==> src/rtl/pcm_rx_pkg.sv <==
package pcm_rx_pkg;
  typedef enum logic {
    FMT_I2S = 1'b0,
    FMT_LJ  = 1'b1
  } fmt_e;

  // edges after reset before frame-clock history is trusted
  localparam int unsigned WARM_CYCLES = 2;
endpackage

==> src/rtl/pcm_rx_frame.sv <==
module pcm_rx_frame
  import pcm_rx_pkg::*;
(
  input  logic clk_i,
  input  logic rst_ni,
  input  fmt_e fmt_i,
  input  logic lrck_i,
  output logic start_o,
  output logic prev_left_o
);
  localparam logic [1:0] WARM_DONE = 2'(WARM_CYCLES);

  logic       lr_q;
  logic       ch_q;
  logic       ch_d;
  logic [1:0] warm_q;

  // I2S: use frame clock delayed one bit so the slot start hits the MSB
  always_comb begin
    ch_d        = (fmt_i == FMT_LJ) ? lrck_i : lr_q;
    prev_left_o = (fmt_i == FMT_LJ) ? ch_q : ~ch_q;
    start_o     = (warm_q == WARM_DONE) && (ch_d != ch_q);
  end

  always_ff @(posedge clk_i or negedge rst_ni) begin
    if (!rst_ni) begin
      lr_q   <= 1'b0;
      ch_q   <= 1'b0;
      warm_q <= '0;
    end else begin
      lr_q <= lrck_i;
      ch_q <= ch_d;
      if (warm_q != WARM_DONE) warm_q <= warm_q + 2'd1;
    end
  end

  AST_LJ_START_ON_EDGE: assert property (@(posedge clk_i) disable iff (!rst_ni)
    (start_o && fmt_i == FMT_LJ) |-> (lrck_i != $past(lrck_i)));

  AST_I2S_START_DELAYED: assert property (@(posedge clk_i) disable iff (!rst_ni)
    (start_o && fmt_i == FMT_I2S) |-> ($past(lrck_i) != $past(lrck_i, 2)));
endmodule

==> src/rtl/pcm_rx_slot.sv <==
module pcm_rx_slot #(
  parameter int unsigned SAMPLE_W = 24,
  localparam int unsigned CNT_W = $clog2(SAMPLE_W + 1)
) (
  input  logic                clk_i,
  input  logic                rst_ni,
  input  logic                start_i,
  input  logic                bit_i,
  output logic [SAMPLE_W-1:0] word_o,
  output logic                word_ok_o
);
  localparam logic [CNT_W-1:0] CNT_FULL = CNT_W'(SAMPLE_W);

  logic [SAMPLE_W-1:0] word_q;
  logic [CNT_W-1:0]    cnt_q;
  logic                ok_q;

  always_ff @(posedge clk_i or negedge rst_ni) begin
    if (!rst_ni) begin
      word_q <= '0;
      cnt_q  <= '0;
      ok_q   <= 1'b0;
    end else if (start_i) begin
      word_q <= {bit_i, {(SAMPLE_W-1){1'b0}}};
      cnt_q  <= CNT_W'(1);
      ok_q   <= 1'b1;
    end else if (cnt_q != CNT_FULL) begin
      for (int i = 0; i < SAMPLE_W; i++) begin
        if (cnt_q == CNT_W'(SAMPLE_W - 1 - i)) word_q[i] <= bit_i;
      end
      cnt_q <= cnt_q + CNT_W'(1);
    end
  end

  assign word_o    = word_q;
  assign word_ok_o = ok_q;

  AST_CNT_BOUND: assert property (@(posedge clk_i) disable iff (!rst_ni)
    cnt_q <= CNT_FULL);

  AST_MSB_LOAD: assert property (@(posedge clk_i) disable iff (!rst_ni)
    start_i |=> (cnt_q == CNT_W'(1)) && (word_q[SAMPLE_W-1] == $past(bit_i)));

  AST_LSB_CLEAR: assert property (@(posedge clk_i) disable iff (!rst_ni)
    start_i |=> (word_q[SAMPLE_W-2:0] == '0));
endmodule

==> src/rtl/pcm_rx_pair.sv <==
module pcm_rx_pair #(
  parameter int unsigned SAMPLE_W = 24
) (
  input  logic                clk_i,
  input  logic                rst_ni,
  input  logic                start_i,
  input  logic                prev_left_i,
  input  logic [SAMPLE_W-1:0] word_i,
  input  logic                word_ok_i,
  output logic [SAMPLE_W-1:0] left_o,
  output logic [SAMPLE_W-1:0] right_o,
  output logic                valid_o
);
  logic [SAMPLE_W-1:0] hold_q;
  logic                hold_ok_q;

  always_ff @(posedge clk_i or negedge rst_ni) begin
    if (!rst_ni) begin
      hold_q    <= '0;
      hold_ok_q <= 1'b0;
      left_o    <= '0;
      right_o   <= '0;
      valid_o   <= 1'b0;
    end else begin
      valid_o <= 1'b0;
      if (start_i) begin
        if (prev_left_i) begin
          hold_q    <= word_i;
          hold_ok_q <= word_ok_i;
        end else begin
          if (hold_ok_q && word_ok_i) begin
            left_o  <= hold_q;
            right_o <= word_i;
            valid_o <= 1'b1;
          end
          hold_ok_q <= 1'b0;
        end
      end
    end
  end

  AST_VALID_ONE_CYCLE: assert property (@(posedge clk_i) disable iff (!rst_ni)
    valid_o |=> !valid_o);

  AST_OUT_HOLD: assert property (@(posedge clk_i) disable iff (!rst_ni)
    !valid_o |-> ($stable(left_o) && $stable(right_o)));

  AST_VALID_AFTER_START: assert property (@(posedge clk_i) disable iff (!rst_ni)
    valid_o |-> $past(start_i));
endmodule

==> src/rtl/pcm_serial_rx.sv <==
module pcm_serial_rx
  import pcm_rx_pkg::*;
#(
  parameter int unsigned SAMPLE_W = 24
) (
  input  logic                clk_i,
  input  logic                rst_ni,
  input  logic                fmt_lj_i,
  input  logic                lrck_i,
  input  logic                sdin_i,
  output logic [SAMPLE_W-1:0] left_o,
  output logic [SAMPLE_W-1:0] right_o,
  output logic                valid_o
);
  logic                start;
  logic                prev_left;
  logic [SAMPLE_W-1:0] word;
  logic                word_ok;
  fmt_e                fmt;

  assign fmt = fmt_e'(fmt_lj_i);

  pcm_rx_frame u_frame (
    .clk_i       (clk_i),
    .rst_ni      (rst_ni),
    .fmt_i       (fmt),
    .lrck_i      (lrck_i),
    .start_o     (start),
    .prev_left_o (prev_left)
  );

  pcm_rx_slot #(.SAMPLE_W(SAMPLE_W)) u_slot (
    .clk_i     (clk_i),
    .rst_ni    (rst_ni),
    .start_i   (start),
    .bit_i     (sdin_i),
    .word_o    (word),
    .word_ok_o (word_ok)
  );

  pcm_rx_pair #(.SAMPLE_W(SAMPLE_W)) u_pair (
    .clk_i       (clk_i),
    .rst_ni      (rst_ni),
    .start_i     (start),
    .prev_left_i (prev_left),
    .word_i      (word),
    .word_ok_i   (word_ok),
    .left_o      (left_o),
    .right_o     (right_o),
    .valid_o     (valid_o)
  );
endmodule

==> config.mk <==
export PLATFORM = sky130hd
export DESIGN_NAME = pcm_serial_rx
export DESIGN_NICKNAME = d
export VERILOG_FILES = /design/src/rtl/pcm_rx_pkg.sv /design/src/rtl/pcm_rx_frame.sv /design/src/rtl/pcm_rx_slot.sv /design/src/rtl/pcm_rx_pair.sv /design/src/rtl/pcm_serial_rx.sv
export SDC_FILE = /design/constraint.sdc
export NUM_CORES = 1
export LEC_CHECK = 0
export CAP_MARGIN = 15
export CORE_MARGIN = 3
export CORE_UTILIZATION = 50
export DETAILED_ROUTE_END_ITERATION = 7
export PLACE_DENSITY_LB_ADDON = 0.05
export REMOVE_ABC_BUFFERS = 1
export SLEW_MARGIN = 15
export SYNTH_ARGS = -nofsm -noshare
export SYNTH_HDL_FRONTEND = slang
export SYNTH_SLANG_ARGS = --single-unit
==> constraint.sdc <==
create_clock -name clk_i -period 2.1 [get_ports clk_i]
set_clock_uncertainty 0.1 [all_clocks]
set_input_delay 0.21 -clock clk_i [delete_from_list [all_inputs] [get_ports clk_i]]
set_output_delay 0.21 -clock clk_i [all_outputs]
set_load 0.1 [all_outputs]
==> impl_results.md <==
* IO Pins at 54
* F_max at roughly 0.53 GHz
* Non-filler cells in the finished layout at between 400 and 500
* Crit path launch: u_frame.ch_q
* Largest area contributor in the netlist: dfrtp_1
* Slowest stage delay, CP at ~0.44 ns
* GRT Util Overall at approximately 16%
* Wire per inst at ~16 um
* Net Sw Frac at around a third
* Clock slew at reported path FFs at approximately 0.10 ns
* Minimum clock period after layout at 1.88 ns
* Final HPWL DP at 5120 um
* CP cell instances: or3b_1 -> a21oi_4 -> buf_12 -> mux2_2
* Total chip power at ~4.5 mW
* Worst vdd ir at approximately 410 uV
* Yosys cell types at 34
* Area of the multi-input gates at between 1500 and 2000 sq um
* Worst-path fanout max at 26
* Synth warn at 0
* First-pass GRT wire length at approximately 13000 um
* Status: finished clean
* Worst path arrival time at around 2.0 ns
* Die ar. at 10200 sq um
* Routed Antenna Nets at 0
* Bufs and invs on worst path at 1
* Power density over cell area at ~840 nW/um^2
* Post-synth top area share at roughly three fifths
* Place WS at 0.00751 ns
* Synth top area cells: dfrtp_1, mux2_2, mux2i_1
* Clk pwr share at around 25%
* Die width at a little over 100 um
* Worst-margin pin slew at ~0.54 ns
* CORE AREA at ~8500 sq um
* FF+latch area at between 2000 and 3000 sq um
* Fillers at between 600 and 700
* Seq cells post-synth at around 110
* Grt ovf at 0
* Die H at around 100 um
* Skew-Pair Late Insertion Delay at ~0.35 ns
* Layout Utilization at a little over three fifths
* # port buffers at between 50 and 60
* N_diodes at 0
* Drt first pass iters at 4
* Hold WC Path Type: in -> async
* Antenna violations before repair at 0
* Final Max Tran Viols at 0
* CP endpoint kind: flip-flop
* Pleak at between 2 and 3 nW
* Inst Count DP at 473
* Crit path required time at ~2.2 ns
* Initial Util at 53.1%
* Sequential-to-total area share from yosys stat at 60.1%
* Fin crit share at between 80% and 90%
* DRT iter0 DRCs at ~140
* TritonCTS clock tree: yes
* Layout cell share with drive strength beyond 1 at 39.1%
* Max-cap viol count at 0
* Combinational share of power at 23.7%
* Syn Inst Count at around 320
* Final setup violation count at 0
* R2r startpoint: u_frame.ch_q
* CP Class: reg -> reg
* Vias in the first global route at 2738
* Hold Fails Final Rpt at 0
* Area growth syn-to-layout at 18.0%
* Final setup margin at roughly 0.22 ns
* H-tree Lvls at 3
* Sw Pwr at 1.50 mW
* Number of core rows at 33
* Total CTS buffers at 9
* Total Routed Length at 7580 um
* Internal cell power at roughly 3.0 mW
* CTS Buffer Depth at 2
* Largest net degree at the start of global routing at 48
* Via count at ~2.6k
* CTS sink cnt at ~110
* Syn Std Cell Area at 4500 sq um
* Nets at approximately 390
* Reg power frac at 51.4%
* GPL Wtd Cong at 0.727
* Slowest CP cell: dfrtp_1
* # resized after CTS at 0
* Slew HR at 64.1%
* Crit path max-delay family: flip-flops
* # DRC at 0
* DR vias/cell at between 5 and 6
* RSZ-0062 raised after global routing: no
* Root buffer selected by CTS: clkbuf_8
* Startpoint types: flip-flop
* Post-Syn Area per Cell at around 14 sq um
[path summary, 6_finish.rpt]
check | cells past startpoint | to | slack, ns
worst max-delay path | 4 | u_pair.right_o[12] | 0.22
worst min-delay path | 2 | u_pair.valid_o | 0.24
worst max register to register | 4 | u_pair.right_o[12] | 0.22
worst min register to register | 1 | u_frame.warm_q[0] | 0.38
max in group asynchronous | 3 | u_pair.left_o[8] | 1.04
min in group clk_i | 1 | u_frame.lr_q | 0.28
[cell usage after synthesis]
library cell  count
a21oi_2           1
and3_1            1
a2bb2oi_1         1
nand4b_1          8
or2_2             1
nor4b_1           4
nand3_1           3
o21ai_0           1
a21oi_1           3
nor3b_1           1
or3b_1            1
o21ai_1           1
xnor2_1           2
dfrtp_1         108
nand3b_1          3
nor4bb_1         12
o22ai_1           1
mux2_2           63
mux2i_1          25
nand4_1           1
clkbuf_1         14
buf_4             3
a21bo_2           1
buf_6             2
inv_1             8
nor2_1           24
nand2b_1          3
mux2_1            9
and3b_1           1
xor2_1            1
buf_2             3
nand2_1           2
o311ai_0          1
ha_1              6
[layout by cell type, fill, tap and decap left out, types with 3 or more instances in the layout]
cell type / Yosys / layout
nor2_1: 24 / 24
nand2b_1: 3 / 3
nor4bb_1: 12 / 12
inv_1: 8 / 8
buf_4: 3 / 64
nand3_1: 3 / 3
clkbuf_8: 0 / 9
dfrtp_1: 108 / 108
a21oi_1: 3 / 3
mux2_2: 63 / 63
ha_1: 6 / 6
mux2_1: 9 / 9
mux2i_1: 25 / 24
nand4b_1: 8 / 8
nor4b_1: 4 / 4
clkdlybuf4s50_1: 0 / 3
nand3b_1: 3 / 3
buf_12: 0 / 4
[cell families (layout without fill, tap and decap cells)]
group | after synthesis | in the layout | share of synthesized area, %
AOI/OAI and AO/OA | 10 | 10 | 1.50
xor gates and xnor gates | 3 | 3 | 0.584
adders and majority gates | 6 | 6 | 1.67
buffers and inverters | 30 | 95 | 3.17
DFF | 108 | 108 | 60.1
muxes | 97 | 97 | 23.6
and+or+nand+nor | 65 | 65 | 9.40
[sequential cells by signal, indices dropped and copies added, names as in the netlist]
name	flops
u_slot.cnt_q	5
u_slot.word_ok_o	1
u_frame.ch_q	1
u_pair.right_o	24
u_frame.warm_q	2
u_pair.hold_q	24
u_frame.lr_q	1
u_pair.left_o	24
u_pair.hold_ok_q	1
u_slot.word_o	24
u_pair.valid_o	1
[routing by layer]
| layer | vias up | GRT usage (%) | wire (um) |
|---|---|---|---|
| met5 | - | 0 | 0 |
| met4 | 0 | 4.04 | 55 |
| met3 | 4 | 3.74 | 257 |
| met2 | 40 | 26.4 | 3680 |
| met1 | 1328 | 22.6 | 3580 |
| li1 | 1246 | - | - |
[power by group through the flow]
stage / Clock, mW / Combinational (mW) / Sequential (mW)
6_report: 1.11 / 1.06 / 2.29
5_1_grt: 1.23 / 1.12 / 2.31
4_1_cts: 1.16 / 1.07 / 2.29
3_5_place_dp: 0 / 1.07 / 2.33
3_3_place_gp: 0 / 1.06 / 2.33
2_1_floorplan: 0 / 0.293 / 2.78
[per-stage QoR]
step	hold WS, ns	setup TNS [ns]	instance area [sq um]
4_1_cts	0.252	0	5310
3_3_place_gp	0.101	0	5130
6_report	0.244	0	5310
5_1_grt	0.267	0	5310
3_5_place_dp	0.107	0	5130
2_1_floorplan	-0.186	-47.86	4390
[layout make-up]
cell class | count | share of cell area, %
clock buffers | 10 | 2.41
clock inverters | 5 | 0.707
inverters | 8 | 0.566
multi-input cells | 181 | 31.6
flip-flops and latches | 108 | 50.9
well taps | 105 | 2.48
repair buffers | 72 | 11.3
[worst register-to-register path, stage by stage (launching register included)]
cell     delay (ns)
dfrtp_1        0.44
or3b_1         0.42
a21oi_4        0.23
buf_12         0.21
mux2_2         0.36
[repair_timing]
item                                   in CTS  in global routing
buffers inserted                            0                  0
hold buffers                                1                  0
endpoints found under the hold margin      34                  0
setup endpoints to repair                   0                  0
(Power assumes the default switching activity.)
